**src/rtl/cordic_pkg.sv**
```systemverilog
package cordic_pkg;

    // arctangent of 2^-i, by series for i >= 1
    function automatic real atan_pow2(input int i);
        real t, t2, p, acc;
        if (i == 0) return 0.78539816339744831;
        t   = 1.0 / (2.0 ** i);
        t2  = t * t;
        p   = t;
        acc = 0.0;
        for (int k = 0; k < 24; k++) begin
            if (k % 2 == 0) acc = acc + p / (2.0 * k + 1.0);
            else            acc = acc - p / (2.0 * k + 1.0);
            p = p * t2;
        end
        return acc;
    endfunction

    // reciprocal of the accumulated gain after n micro-rotations
    function automatic real inv_gain(input int n);
        real k;
        k = 1.0;
        for (int i = 0; i < n; i++)
            k = k / $sqrt(1.0 + 2.0 ** (-2.0 * i));
        return k;
    endfunction

    function automatic int to_fixed(input real v, input int frac);
        return $rtoi(v * (2.0 ** frac) + 0.5);
    endfunction

endpackage

```
**src/rtl/cordic_atan_rom.sv**
```systemverilog
module cordic_atan_rom #(
    parameter int ITERS = 16,
    parameter int ZW    = 22,
    parameter int ZFRAC = 19,
    localparam int IDX_W = (ITERS > 1) ? $clog2(ITERS) : 1
) (
    input  logic [IDX_W-1:0]     idx,
    output logic signed [ZW-1:0] atan_o
);
    logic signed [ZW-1:0] tbl [ITERS];

    for (genvar g = 0; g < ITERS; g++) begin : g_ent
        localparam int VAL = cordic_pkg::to_fixed(cordic_pkg::atan_pow2(g), ZFRAC);
        assign tbl[g] = ZW'(VAL);
    end

    assign atan_o = tbl[idx];
endmodule

```
**src/rtl/cordic_stage.sv**
```systemverilog
module cordic_stage #(
    parameter int XW    = 21,
    parameter int ZW    = 22,
    parameter int IDX_W = 4
) (
    input  logic signed [XW-1:0] x_i,
    input  logic signed [XW-1:0] y_i,
    input  logic signed [ZW-1:0] z_i,
    input  logic signed [ZW-1:0] atan_i,
    input  logic [IDX_W-1:0]     sh_i,
    output logic signed [XW-1:0] x_o,
    output logic signed [XW-1:0] y_o,
    output logic signed [ZW-1:0] z_o
);
    logic                 pos;
    logic signed [XW-1:0] xs, ys;

    always_comb begin
        pos = ~z_i[ZW-1];          // zero residual turns positively
        xs  = x_i >>> sh_i;
        ys  = y_i >>> sh_i;
        if (pos) begin
            x_o = x_i - ys;
            y_o = y_i + xs;
            z_o = z_i - atan_i;
        end else begin
            x_o = x_i + ys;
            y_o = y_i - xs;
            z_o = z_i + atan_i;
        end
    end
endmodule

```
**src/rtl/cordic_rot.sv**
```systemverilog
module cordic_rot #(
    parameter int ITERS = 16,
    parameter int FRAC  = 16,
    parameter int ANG_W = 19,
    parameter int OUT_W = 18,
    parameter int GUARD = 3
) (
    input  logic                    clk,
    input  logic                    rst_n,
    input  logic                    start,
    input  logic signed [ANG_W-1:0] angle_in,
    output logic                    busy,
    output logic                    done,
    output logic signed [OUT_W-1:0] cos_out,
    output logic signed [OUT_W-1:0] sin_out
);
    localparam int XW    = OUT_W + GUARD;
    localparam int ZW    = ANG_W + GUARD;
    localparam int XFRAC = FRAC + GUARD;
    localparam int IDX_W = (ITERS > 1) ? $clog2(ITERS) : 1;
    localparam int K_INT = cordic_pkg::to_fixed(cordic_pkg::inv_gain(ITERS), XFRAC);
    localparam logic signed [XW-1:0] K_FIX = XW'(K_INT);
    localparam logic [IDX_W-1:0] LAST = IDX_W'(ITERS - 1);

    typedef struct packed {
        logic                    busy;
        logic                    done;
        logic [IDX_W-1:0]        idx;
        logic signed [XW-1:0]    x;
        logic signed [XW-1:0]    y;
        logic signed [ZW-1:0]    z;
        logic signed [OUT_W-1:0] c;
        logic signed [OUT_W-1:0] s;
    } state_t;

    state_t st_d, st_q;

    logic signed [ZW-1:0] atan_w;
    logic signed [XW-1:0] xn_w, yn_w;
    logic signed [ZW-1:0] zn_w;

    cordic_atan_rom #(.ITERS(ITERS), .ZW(ZW), .ZFRAC(XFRAC)) u_rom (
        .idx    (st_q.idx),
        .atan_o (atan_w)
    );

    cordic_stage #(.XW(XW), .ZW(ZW), .IDX_W(IDX_W)) u_stage (
        .x_i    (st_q.x),
        .y_i    (st_q.y),
        .z_i    (st_q.z),
        .atan_i (atan_w),
        .sh_i   (st_q.idx),
        .x_o    (xn_w),
        .y_o    (yn_w),
        .z_o    (zn_w)
    );

    function automatic logic signed [OUT_W-1:0] round_out(input logic signed [XW-1:0] v);
        logic signed [XW:0] t;
        t = {v[XW-1], v} + ((XW+1)'(1) << (GUARD - 1));
        return t[OUT_W+GUARD-1:GUARD];
    endfunction

    always_comb begin
        st_d      = st_q;
        st_d.done = 1'b0;
        if (st_q.busy) begin
            st_d.x = xn_w;
            st_d.y = yn_w;
            st_d.z = zn_w;
            if (st_q.idx == LAST) begin
                st_d.busy = 1'b0;
                st_d.done = 1'b1;
                st_d.c    = round_out(xn_w);
                st_d.s    = round_out(yn_w);
            end else begin
                st_d.idx = st_q.idx + 1'b1;
            end
        end else if (start) begin
            st_d.busy = 1'b1;
            st_d.idx  = '0;
            st_d.x    = K_FIX;
            st_d.y    = '0;
            st_d.z    = {angle_in, {GUARD{1'b0}}};
        end
    end

    always_ff @(posedge clk) begin
        if (!rst_n) st_q <= '0;
        else        st_q <= st_d;
    end

    assign busy    = st_q.busy;
    assign done    = st_q.done;
    assign cos_out = st_q.c;
    assign sin_out = st_q.s;
endmodule

```
**config.mk**
```make
export PLATFORM = sky130hd
export DESIGN_NAME = cordic_rot
export DESIGN_NICKNAME = d
export VERILOG_FILES = /design/src/rtl/cordic_pkg.sv /design/src/rtl/cordic_atan_rom.sv /design/src/rtl/cordic_stage.sv /design/src/rtl/cordic_rot.sv
export SDC_FILE = /design/constraint.sdc
export NUM_CORES = 1
export LEC_CHECK = 0
export BUFFER_PORTS_ARGS = -buffer_cell sky130_fd_sc_hd__clkbuf_2
export CORE_MARGIN = 5
export CORE_UTILIZATION = 64
export DETAILED_ROUTE_END_ITERATION = 8
export GPL_ROUTABILITY_DRIVEN = 0
export PLACE_DENSITY = 0.83
export SLEW_MARGIN = 20
export SYNTH_ARGS = -nofsm -noshare
export SYNTH_HDL_FRONTEND = slang
export SYNTH_SLANG_ARGS = --single-unit
export TNS_END_PERCENT = 30
```
**constraint.sdc**
```tcl
create_clock -name clk -period 8.3 [get_ports clk]
set_clock_uncertainty 0.05 [all_clocks]
set_input_delay 1.66 -clock clk [delete_from_list [all_inputs] [get_ports clk]]
set_output_delay 1.66 -clock clk [all_outputs]
set_load 0.02 [all_outputs]
```
======== Word-level counts from Yosys, hierarchy flattened ========
Memory sizes are Yosys's and may differ from the RTL's.
Cells that the tools add are included.
storage, ports and cells
  bits in registers ....................... 106
  word-level logic and storage cells ...... 39
  input bits .............................. 22
  memories kept ........................... 1
  output and inout port bits .............. 38
  memory bits (read-only) ................. 352
cells by class
  $add $sub $neg .......................... 9
  equal/unequal tests ..................... 2
  reduce and logical (&&, ||, !) cells .... 4
  bitwise operators ....................... 1
  muxes and demuxes ....................... 11
  order comparisons ....................... 1
  shift-type cells ........................ 2
memory list
  name             words  width  read ports  clocked after memory_dff  write ports  line                   text
  (no name shown)  16     22     1           0                         0            cordic_atan_rom.sv:17  assign atan_o = tbl[idx];
operator list
  kind                                           count
  2-to-1 mux 68 bit                              2
  2-to-1 mux 22 bit                              3
  adder 21 bit                                   2
  adder 21 x 4 -> 21 bit, second input constant  2
  2-to-1 mux 21 bit                              2
  >>> shifter 21 x 4 -> 21 bit                   2
  subtractor 21 bit                              2
  adder 22 bit                                   1
  subtractor 22 bit                              1
  AND reduction 2 bit                            3
  >= comparator 5 bit, second input constant     1
  NOT 4 -> 5 bit                                 1
  adder 4 x 1 -> 4 bit, second input constant    1
  equality test 4 bit, second input constant     1
  2-to-1 mux 4 bit                               1
  2-to-1 mux 1 bit                               2
  2-to-1 mux 2 bit                               1
  inequality test 2 bit, second input constant   1
  nonzero test 2 bit                             1

======== Longest topological paths before layout ========
  depth after elaboration ................. 7
  gate-level depth with buffers ........... 27
  gate-level depth less buffers ........... 22

======== Cells and area by module ========
A second synthesis with hierarchy kept.
unflattened totals
  cells, all modules ...................... 1482
  area total of the unflattened synthesis .. 11594.9 um^2
modules (own cells, without submodules)
  module           cells an instance  area each (um^2)  seq. area each (um^2)  times used
  cordic_stage     806                6204.7            0.0                    1
  cordic_rot       617                4981.0            2122.0                 1
  cordic_atan_rom  59                 409.1             0.0                    1

======== Least setup slack after synthesis ========
No wires, ideal clock.
  path type ............................... register to register
  from .................................... register st_q[100] (netlist name)
  to ...................................... register st_q (netlist bit sin_out[17])
  setup slack ............................. 2.403 ns
  period minus slack after synthesis ...... 5.897 ns
  cell stages (with the launch flop) ...... 26
  setup time .............................. 0.062 ns
  arrival time ............................ 5.785 ns
  path buffers ............................ 4
  required time ........................... 8.188 ns
  path through ............................ dfxtp_1 -> buf_6 -> buf_4 -> buf_2 -> mux4_2 -> mux2_2 -> nor2_1 -> a31oi_1 -> inv_1 -> ha_1 -> and4_1 -> and2b_4 -> nor2_1 -> xor2_1 -> ha_1 -> clkbuf_1 -> a211oi_1 -> o21bai_1 -> a21o_1 -> a221o_1 -> a41o_1 -> o21a_1 -> o311ai_0 -> nand2_1 -> or4b_1 -> nand3_1
on the way
  longest elaborated chain between the ends .. 4
  elaborated cells between the ends (all ways) .. 7
  those cells by class .................... add/sub: 3; eq/ne: 1; shift: 1; mux: 1; reduce/logical: 1
RTL lines
  element                                            line                                    text
  start, declared                                    cordic_rot.sv:36                        state_t st_d, st_q;
  start signal, assigned                             cordic_rot.sv:90                        else st_q <= st_d;
  >>> shifter 21 x 4 -> 21 bit                       cordic_stage.sv:20                      xs = x_i >>> sh_i;
  adder 21 bit or subtractor 21 bit (tied branches)  cordic_stage.sv:24, cordic_stage.sv:28
  2-to-1 mux 21 bit                                  cordic_stage.sv:22                      if (pos) begin
  adder 21 x 4 -> 21 bit                             cordic_rot.sv:60                        t = {v[XW-1], v} + ((XW+1)'(1) << (GUARD - 1));
Several ways; a longest one is shown, not always the timed one.
A chain may end at the register's enable or synchronous reset.

======== Worst setup path in the final report ========
Same ends and word-level chain as after synthesis.

==> metrics.md <==
| Metric | Value |
|---|---|
| Status | `finished, final reports clean` |
| DRT iter0 DRCs | `1248` |
| Primary FF master, synth | `dfxtp_1` |
| Critical path's slowest cell | `dfxtp_4` |
| Total CTS buffers | `9` |
| Count leader, synth | `nor2_1` |
| RSZ-0062 raised after global routing | `false` |
| Most frequent cells after synthesis | `nor2_1 (167), a21oi_1 (110), dfxtp_1 (106), nand2_1 (91), ha_1 (81)` |
| Dpl ws | `1.612 ns` |
| Peak VDD IR | `0.3141 mV` |
| Asr flop ratio synth | `0` |
| Netlist cell types | `78` |
| Max-slew violation total from the final report | `0` |
| Post-synth EDFFs | `0` |
| Crit-path cells | `buf_4 -> mux4_2 -> a222oi_1 -> and2_1 -> and3_1 -> nor2b_1 -> a21oi_1 -> xor2_1 -> ha_1 -> o21ai_0 -> o21bai_1 -> a21o_1 -> a221o_1 -> a41o_1 -> o21a_1 -> o311ai_0 -> nand2_1 -> or4b_1 -> nand3_1` |
| Critical Path AT | `7.11 ns` |
| CTS tree | `built` |
| Fin worst setup slack | `1.447 ns` |
| Overall fraction of global-route tracks in use | `0.2933` |
| Share of layout cells above drive strength 1 | `0.1307` |
| Gate power share | `0.760` |
| CP max FO | `53` |
| Min-Delay Path Class | `reg2reg` |
| Relative slew margins | `0.2948` |
| Syn_area_per_cell | `8.034 um2` |
| CP Data Required Time | `8.56 ns` |
| Busiest grt layer | `met2` |
| Flop pwr share | `0.155` |
| Die height | `144.4 um` |
| Post-detail-place hpwl | `21990 um` |
| Cell family with the largest share of critical-path delay | `compound AO/OA/AOI/OAI gates` |
| GRT met2 Usage | `0.4816` |
| Tcrit/Tclk final | `0.8257` |
| Crit start category | `register` |
| Initial Util | `0.6462` |
| Congestion Overflow GR | `0` |
| Global-route wire length before repair | `49780 um` |
| Hold-fix buffers at CTS | `0` |
| Setup Buffers After CTS | `0` |
| Hold Startpoint | `sin_out[4]` |
| Reg-to-reg slack, setup | `1.45 ns` |
| Clock Tree Buf Depth | `2` |
| Wirelength per Cell | `18.83 um` |
| Worst r2r path cells | `19` |
| Worst-Skew Late Latency | `0.37 ns` |
| CTS root buffer | `clkbuf_16` |
| Area delta synth->final | `2.855%` |
| Achievable clock frequency | `0.1459 GHz` |
| Residual DRC count | `0` |
| Crit path kind | `reg2reg` |
| Site Rows | `49` |
| Worst r2r dst | `sin_out[17]` |
| Clock network power share | `0.085` |
| Hold Path End | `sin_out[4]` |
| Area leader, netlist | `dfxtp_1` |
| Die Span X | `144.4 um` |
| Ys Warns | `0` |
| Initial antenna violation count | `0` |
| Placeable Area | `17900 um2` |
| Top cells by area, synth | `dfxtp_1 (18%), ha_1 (8.8%), mux4_2 (8.0%), nor2_1 (5.4%), xnor2_1 (5.4%)` |
| Largest net degree at the start of global routing | `68` |
| Vias | `11010` |
| H-tree Lvls | `3` |
| Power, Total | `0.005061 W` |
| Die ar. | `20860 um2` |
| Post-Synthesis Cells | `1440` |
| Endpoints failing setup | `0` |
| P_int | `0.002417 W` |
| Cts repair resizes | `0` |
| CP endpoint kind | `register` |
| Hold depth | `2` |
| Sw Pwr | `0.002644 W` |
| Vias per cell | `6.755` |
| I/O Pins | `60` |
| Power density cells | `425.4 nW/um2` |
| Nets | `1501` |
| Tmin final | `6.853 ns` |
| Syn_nets | `1546` |
| Final WL | `30700 um` |
| Vias in the first global route | `10070` |
| Met3 usage | `0.04993` |
| Detailed-router iteration count before antenna repair | `6` |
| WP buf/inv | `1` |
| Clk sinks | `106` |
| Leak Pwr | `4.731 nW` |
| Routed Antenna Nets | `0` |
| Seq/Total Area, Yosys | `0.1834` |
| Filler cells | `1509` |
| Setup TNS | `0 ns` |
| Final hold vios | `0` |
| Synth top area share | `0.1834` |
| Mapped cell area | `11570 um2` |
| FF-to-FF Start | `st_q[100]` |
| GR Layer Usage met1 | `0.3824` |
| Crit path largest cell delay | `0.83 ns` |
| Max-cap viol count | `0` |
| Flops & latches, synth | `106` |
| Switching share of power | `0.5224` |
| Number of port buffers | `59` |
| Clock transition at the registers of the reported paths | `0.08 ns` |
| Worst-margin pin slew | `1.055 ns` |
-- layout make-up --
type / count / area (um2) / share of cell area
clock buffers: 9 / 225.2 / 0.01893
well taps: 229 / 286.5 / 0.02408
inverters: 34 / 127.6 / 0.01073
multi-input cells: 1172 / 8682 / 0.7297
flip-flops and latches: 106 / 2130 / 0.1790
repair buffers: 72 / 392.9 / 0.03302
diodes: 1 / 2.502 / 0.0002103
clock inverters: 7 / 52.55 / 0.004416
-- through the flow --
stage | instance area [um2] | std cells | hold WS, ns | utilization
floorplan | 11570 | 1440 | 0.3822 | -
global placement | 11620 | 1613 | 0.3889 | 0.6490
detailed placement | 11620 | 1613 | 0.3998 | 0.6490
CTS | 11900 | 1629 | 0.4110 | 0.6645
global route | 11900 | 1629 | 0.4367 | 0.6645
finish | 11900 | 1630 | 0.4055 | 0.6647
-- power groups by stage --
stage                     combinational (W)  clock [W]  sequential [W]
after floorplan                     0.00313          0        0.000687
after global placement              0.00367          0        0.000780
after detailed placement            0.00375          0        0.000786
after CTS                           0.00379   0.000439        0.000774
after global routing                0.00425   0.000458        0.000793
final                               0.00385   0.000431        0.000785
-- kinds of logic after synthesis --
kind of cell | count (synthesis) | synth area share
AND/OR/NAND/NOR | 458 | 0.1902
AO/OA/AOI/OAI | 403 | 0.2335
buffers and inverters | 162 | 0.06695
XOR/XNOR | 125 | 0.09464
flip-flops | 106 | 0.1834
multiplexers | 102 | 0.1384
adder cells (fa/ha/maj) | 84 | 0.09280
-- cells in the final DEF, fill, tap and decap left out, types with 34 or more instances in the layout --
master    instances
a211oi_1         52
a21oi_1         110
clkbuf_2         59
dfxtp_1         102
ha_1             81
mux4_2           41
nand2_1          91
nand3_1          34
nor2_1          165
o21ai_0          54
xnor2_1          71
xor2_1           54
-- metal layers --
layer	up-vias	routed length, um	part of all wire
li1	5201	-	-
met1	5174	12590	0.41
met5	-	0	0
met4	0	1184	0.039
met2	549	14280	0.47
met3	87	2640	0.086
-- sequential cells by signal, indices dropped and copies added (netlist names) --
register	cells
st_q	68
sin_out	18
busy	1
cos_out	18
done	1
-- how the worst max path moves through the flow --
stage	from	end	slack, ns	depth (start not counted)
6_report	st_q[100]	sin_out[17]	1.45	19
3_5_place_dp	st_q[100]	sin_out[17]	1.61	19
5_1_grt	st_q[100]	sin_out[17]	0.97	19
2_1_floorplan	st_q[100]	sin_out[17]	2.40	25
3_3_place_gp	st_q[100]	sin_out[17]	1.86	19
4_1_cts	st_q[100]	sin_out[17]	1.54	19
-- tightest hold or removal path, cell delays in order, from the launching register on --
cell     delay, ns
dfxtp_1       0.31
nand2_1       0.05
a21oi_1       0.05
Power figures use the tool's default switching activity.
